File: config.mk
export PLATFORM = sky130hd
export DESIGN_NAME = sleep_ctrl
export DESIGN_NICKNAME = d
export VERILOG_FILES = /design/src/rtl/sleep_pkg.sv /design/src/rtl/slp_btn_hold.sv /design/src/rtl/slp_wake_gate.sv /design/src/rtl/slp_fsm.sv /design/src/rtl/sleep_ctrl.sv
export SDC_FILE = /design/constraint.sdc
export NUM_CORES = 1
export LEC_CHECK = 0
export ABC_AREA = 1
export BUFFER_PORTS_ARGS = -buffer_cell sky130_fd_sc_hd__buf_4
export CORE_ASPECT_RATIO = 0.9
export CORE_UTILIZATION = 27
export DETAILED_ROUTE_END_ITERATION = 10
export PLACE_DENSITY_LB_ADDON = 0.12
export SLEW_MARGIN = 20
export SYNTH_ARGS = -nofsm -noshare
export SYNTH_HDL_FRONTEND = slang
export SYNTH_HIERARCHICAL = 1
export SYNTH_SLANG_ARGS = --single-unit
File: constraint.sdc
create_clock -name clk_i -period 3 [get_ports clk_i]
set_input_delay 0.9 -clock clk_i [delete_from_list [all_inputs] [get_ports clk_i]]
set_output_delay 0.9 -clock clk_i [all_outputs]
set_load 0.05 [all_outputs]
File: src/rtl/sleep_pkg.sv
package sleep_pkg;
  typedef enum logic [1:0] {
    PS_S0  = 2'd0,
    PS_S4  = 2'd1,
    PS_S5  = 2'd2,
    PS_OFF = 2'd3
  } pstate_e;
endpackage

File: src/rtl/slp_btn_hold.sv
module slp_btn_hold #(
  parameter int unsigned HOLD_TICKS = 131072
) (
  input  logic clk_i,
  input  logic rst_ni,
  input  logic tick_i,
  input  logic btn_i,
  output logic ovr_o,
  output logic short_o
);
  localparam int unsigned CW = $clog2(HOLD_TICKS + 1);
  localparam logic [CW-1:0] LIM = CW'(HOLD_TICKS);

  logic [CW-1:0] cnt_q;
  logic          btn_q;
  logic          short_q;

  // override fires once, on the tick that completes the hold
  assign ovr_o   = btn_i && tick_i && (cnt_q == LIM - CW'(1));
  assign short_o = short_q;

  always_ff @(posedge clk_i or negedge rst_ni) begin
    if (!rst_ni) begin
      cnt_q   <= '0;
      btn_q   <= 1'b0;
      short_q <= 1'b0;
    end else begin
      btn_q   <= btn_i;
      short_q <= btn_q && !btn_i && (cnt_q < LIM);
      if (!btn_i)
        cnt_q <= '0;
      else if (tick_i && cnt_q != LIM)
        cnt_q <= cnt_q + CW'(1);
    end
  end
endmodule

File: src/rtl/slp_wake_gate.sv
module slp_wake_gate (
  input  logic clk_i,
  input  logic rst_ni,
  input  logic wake_i,
  input  logic batlow_i,
  input  logic asleep_i,
  output logic go_o
);
  logic pend_q;

  assign go_o = asleep_i && !batlow_i && (wake_i || pend_q);

  always_ff @(posedge clk_i or negedge rst_ni) begin
    if (!rst_ni)                 pend_q <= 1'b0;
    else if (!asleep_i)          pend_q <= 1'b0;
    else if (wake_i && batlow_i) pend_q <= 1'b1;
  end
endmodule

File: src/rtl/slp_fsm.sv
module slp_fsm
  import sleep_pkg::*;
(
  input  logic    clk_i,
  input  logic    rst_ni,
  input  logic    pwr_ok_i,
  input  logic    restore_pol_i,
  input  logic    typ_wr_i,
  input  logic    typ_i,
  input  logic    en_wr_i,
  input  logic    ovr_i,
  input  logic    therm_i,
  input  logic    soft_kill_i,
  input  logic    go_i,
  input  logic    sts_clr_i,
  output pstate_e st_o,
  output logic    rst_type_o,
  output logic    wak_sts_o
);
  pstate_e st_q, st_d, saved_q;
  logic    rt_q, rt_d;
  logic    wak_q, wake_set;
  logic    typ_q, en_q;

  always_comb begin
    st_d     = st_q;
    rt_d     = rt_q;
    wake_set = 1'b0;
    if (!pwr_ok_i) begin
      st_d = PS_OFF;
    end else begin
      unique case (st_q)
        PS_S0: begin
          if (therm_i || ovr_i) begin
            st_d = PS_S5; rt_d = 1'b1;
          end else if (soft_kill_i) begin
            st_d = PS_S5; rt_d = 1'b0;
          end else if (en_q) begin
            st_d = typ_q ? PS_S5 : PS_S4;
            if (typ_q) rt_d = 1'b0;
          end
        end
        PS_S4: begin
          if (ovr_i) begin
            st_d = PS_S5; rt_d = 1'b1;
          end else if (go_i) begin
            st_d = PS_S0; wake_set = 1'b1;
          end
        end
        PS_S5: begin
          if (go_i) begin
            st_d = PS_S0; wake_set = 1'b1;
          end
        end
        default: begin
          if (!restore_pol_i) begin
            st_d = PS_S0;
          end else if (saved_q == PS_S4) begin
            st_d = PS_S4;
          end else begin
            st_d = PS_S5; rt_d = 1'b1;
          end
        end
      endcase
    end
  end

  always_ff @(posedge clk_i or negedge rst_ni) begin
    if (!rst_ni) begin
      st_q    <= PS_S5;
      saved_q <= PS_S5;
      rt_q    <= 1'b0;
      wak_q   <= 1'b0;
      typ_q   <= 1'b0;
      en_q    <= 1'b0;
    end else begin
      st_q <= st_d;
      rt_q <= rt_d;
      if (!pwr_ok_i && st_q != PS_OFF) saved_q <= st_q;
      if (wake_set)       wak_q <= 1'b1;
      else if (sts_clr_i) wak_q <= 1'b0;
      if (typ_wr_i) typ_q <= typ_i;
      // enable is honoured in S0 only and clears once the move starts
      if (st_q != PS_S0 || en_q) en_q <= 1'b0;
      else if (en_wr_i)          en_q <= 1'b1;
    end
  end

  assign st_o       = st_q;
  assign rst_type_o = rt_q;
  assign wak_sts_o  = wak_q;
endmodule

File: src/rtl/sleep_ctrl.sv
module sleep_ctrl
  import sleep_pkg::*;
#(
  parameter int unsigned HOLD_TICKS = 131072
) (
  input  logic       clk_i,
  input  logic       rst_ni,
  input  logic       rtc_tick_i,
  input  logic       slp_typ_wr_i,
  input  logic       slp_typ_i,
  input  logic       slp_en_wr_i,
  input  logic       pwrbtn_i,
  input  logic       thermtrip_i,
  input  logic       wdt_timeout_i,
  input  logic       mgmt_shutdown_i,
  input  logic       wake_i,
  input  logic       batlow_i,
  input  logic       pwr_ok_i,
  input  logic       restore_pol_i,
  input  logic       wak_sts_clr_i,
  output logic [1:0] state_o,
  output logic       slp_s4_no,
  output logic       slp_s5_no,
  output logic       wak_sts_o,
  output logic       reset_type_o,
  output logic       btn_event_o
);
  logic    ovr, go;
  pstate_e st;

  slp_btn_hold #(.HOLD_TICKS(HOLD_TICKS)) u_btn (
    .clk_i   (clk_i),
    .rst_ni  (rst_ni),
    .tick_i  (rtc_tick_i),
    .btn_i   (pwrbtn_i),
    .ovr_o   (ovr),
    .short_o (btn_event_o)
  );

  slp_wake_gate u_wake (
    .clk_i    (clk_i),
    .rst_ni   (rst_ni),
    .wake_i   (wake_i),
    .batlow_i (batlow_i),
    .asleep_i (st == PS_S4 || st == PS_S5),
    .go_o     (go)
  );

  slp_fsm u_fsm (
    .clk_i         (clk_i),
    .rst_ni        (rst_ni),
    .pwr_ok_i      (pwr_ok_i),
    .restore_pol_i (restore_pol_i),
    .typ_wr_i      (slp_typ_wr_i),
    .typ_i         (slp_typ_i),
    .en_wr_i       (slp_en_wr_i),
    .ovr_i         (ovr),
    .therm_i       (thermtrip_i),
    .soft_kill_i   (wdt_timeout_i || mgmt_shutdown_i),
    .go_i          (go),
    .sts_clr_i     (wak_sts_clr_i),
    .st_o          (st),
    .rst_type_o    (reset_type_o),
    .wak_sts_o     (wak_sts_o)
  );

  assign state_o   = st;
  assign slp_s4_no = (st == PS_S0);
  assign slp_s5_no = (st == PS_S0) || (st == PS_S4);
endmodule

==> flow_summary.toml <==
[global_routing]
track_usage_pct = 13.5
antenna_found_initial = 0
globalRouteOverflowTotal = 0
grt_pass1_vias = 1662
grt_max_degree = 30
grt_pass1_wl_um = 8270

[place]
placement.io_buffers = 21
dp_hpwl_um = 3570
place_congestion = 0.808
dp_slack_ns = 0.652

[yosys]
synthArstFlopShare_pct = 100
yosys_warnings = 6
ys_seq_area_share_pct = 35.7
synth_simple_gate_area_share_pct = 42.9
netlist_area_um2 = 2040
synthXorXnorAreaFrac_pct = 3.87
ys_seq_elements = 29
synth_edf_count = 0
syn_area_per_cell_um2 = 6.93
synth-compound-area-share_pct = 3.62
synth-adder-area-share_pct = 5.53
synthMuxAreaShare_pct = 0.553
synth_top_family_by_area = "simple AND/OR/NAND/NOR gates"
synthDistinctLibCells = 30
synthCells = 294
syn_nets = 318
synth-main-ff-cell = "dfrtp_1"

[clock_tree]
cts_hold_buffers = 0
numCtsBuffers = 5
clk_latency_ns = 0.29
clock_path_buffers = 2
cts_root_buffer = "clkbuf_8"
htreeDepth = 2
clk_pin_slew_ns = 0.06
cts_setup_buffers = 0
clock_sinks = 29
cts_resized = 0
cts_tree = "built"

[timing]
slew_headroom_pct = 74.3
setup_viol = 0
period_share_pct = 79.7
rsz0062_at_grt = "false"
tns_ns = 0
slew_violations = 0
worst_slack_ns = 0.610
min_period_ns = 2.39
finalClockSkew_ns = 0.0119
tightest_slew_ns = 0.386
hold_violations = 0
max_freq_mhz = 418

[drt]
wl_met2_um = 1850
drc = 0
dr.pass1.iters = 4
highest_layer = "met4"
wl_met3_um = 167
viasPerCell = 4.35
totalWireLength_um = 4850
detail_route.wl_per_cell_um = 11.7
vias = 1799
initialDrtViolationCount = 129
ant_nets = 0
drt-met1-wl_um = 2760

[finish]
fillCellCount = 796
fin_util_pct = 33.2
layout-drive-gt1-share_pct = 14.6
num-nets-final = 344
multi_input_area_um2 = 1150
syn2layout_area_growth_pct = 17.0
diodes = 0
regArea_um2 = 728

[floorplan]
dieArea_um2 = 7900
ios = 22
floorplan.initialDensity_pct = 28.4
die_h_um = 84.4
rows = 29
core_um2 = 7180
die_x_um = 93.6

[setup_path]
endpoint_kind = "output pin"
worstPathCellList = "inv_1, ha_1, inv_1, nand2_1, buf_4"
worstRegToRegCells = 14
critPathKind = "register to output pin"
reg2reg_slack_ns = 0.84
cp_max_fo = 9
r2r-start = "u_btn/cnt_q[1]$_DFFE_PN0P_"
path_buf_inv = 3
crit_required_ns = 2.10
path_depth = 5
max_stage_delay_ns = 0.65
rr_endpoint = "u_fsm/rst_type_o$_DFFE_PN0P_"
critPathTopFamily = "flip-flops"
crit_top_cell = "inv_1"
critical_path_arrival_ns = 1.49
slowest_stage = "dfstp_2"
cp-start-kind = "register"

[worst_hold_path]
min_to = "u_btn/short_o$_DFF_PN0_"
hp-start = "u_btn/btn_q$_DFF_PN0_"
hold_path.class = "register to register"
hold_depth = 2

[pwr]
power_leakage_nw = 1.19
power_mw = 1.28
peakVddDrop_uv = 184
p_per_area_nw_per_um2 = 538

[status]
status = "complete, no violations"

[job]
max_cap_viol_count = 0
[cells by family after synthesis]
family	Yosys count
compound gates	13
mux	1
flops	29
fa+ha+maj	9
buf+inv	37
simple gates	196
xor+xnor	9
[Yosys cell counts (3+ instances only)]
master	number	share of area (%)
nand3_1	21	5.2
o21ai_0	4	0.98
a21oi_1	4	0.98
nand2_1	99	18
inv_1	29	5.3
xor2_1	9	3.9
nor2_1	41	7.6
ha_1	9	5.5
dfrtp_1	27	33
inv_2	3	0.55
nand4_1	10	3.1
nand3b_1	9	3.3
nand2_2	3	0.92
nor3_1	3	0.74
[flip-flops by register name, summed over array words and instances (netlist names)]
name,cells
u_btn/short_o,1
u_fsm/st_o,2
u_fsm/saved_q,2
u_fsm/typ_q,1
u_fsm/wak_sts_o,1
u_fsm/en_q,1
u_fsm/rst_type_o,1
u_wake/pend_q,1
u_btn/btn_q,1
u_btn/cnt_q,18
[per-layer routing]
metal | vias to the layer above | GRT usage (%)
met1 | 789 | 20.3
met3 | 5 | 2.90
met5 | - | 0
met2 | 28 | 18.6
li1 | 977 | -
met4 | 0 | 5.17
[layout by cell type, fill, tap and decap left out, drive strengths merged]
| cell type | count |
|---|---|
| nand4 | 10 |
| clkinvlp | 1 |
| nand3b | 9 |
| nor2 | 45 |
| clkinv | 2 |
| nor3b | 1 |
| or2 | 3 |
| xor2 | 9 |
| o21ai | 6 |
| dfrtp | 27 |
| ha | 9 |
| nor3 | 3 |
| dfstp | 2 |
| mux2 | 1 |
| inv | 33 |
| a21oi | 5 |
| o21bai | 2 |
| clkbuf | 5 |
| nand3 | 21 |
| buf | 23 |
| nor4 | 1 |
| nand2 | 103 |
[area by class of cell]
class	count	share of cell area [%]
clock buffers	5	2.89
clock inverters	3	0.735
inverters	33	5.41
multi-input cells	228	48.3
flip-flops and latches	29	30.6
well taps	93	4.88
repair buffers	23	7.25
[metrics by stage]
stage / hold slack, ns / instance area (um^2) / std cells
floorplan: 0.449 / 2040 / 294
global placement: 0.460 / 2300 / 406
detailed placement: 0.464 / 2300 / 406
CTS: 0.479 / 2380 / 414
global route: 0.505 / 2380 / 414
finish: 0.472 / 2380 / 414
[how the worst max path moves through the flow]
| stage | to | startpoint | slack (ns) |
|---|---|---|---|
| 3_3_place_gp | u_fsm/rst_type_o$_DFFE_PN0P_ | pwrbtn_i | 0.73 |
| 5_1_grt | slp_s5_no | u_fsm/st_o[1]$_DFFE_PN1P_ | 0.53 |
| 3_5_place_dp | u_fsm/rst_type_o$_DFFE_PN0P_ | pwrbtn_i | 0.65 |
| 2_1_floorplan | slp_s5_no | u_fsm/st_o[0]$_DFFE_PN0P_ | 0.46 |
| 4_1_cts | slp_s5_no | u_fsm/st_o[1]$_DFFE_PN1P_ | 0.59 |
| 6_report | slp_s5_no | u_fsm/st_o[1]$_DFFE_PN1P_ | 0.61 |
[worst register-to-register path: stages (launching register included)]
cell and delay, ns:
dfrtp_1 0.41, ha_1 0.29, nand3_1 0.15, nor2_1 0.11
buf_4 0.14, nand4_1 0.09, nor4_1 0.19, buf_4 0.18
inv_1 0.04, nand2_1 0.09, nand2_1 0.06, nor2_1 0.10
nand4_1 0.10, nand2_1 0.07, nand2_1 0.05
[power by group]
group          switching, mW  total (mW)  leakage [nW]  internal (mW)
registers             0.0506       0.497         0.381          0.446
logic                  0.312       0.464         0.767          0.152
clock network          0.161       0.320        0.0439          0.160
total                  0.523        1.28          1.19          0.758
No activity file was read; power rests on OpenSTA's default activity.
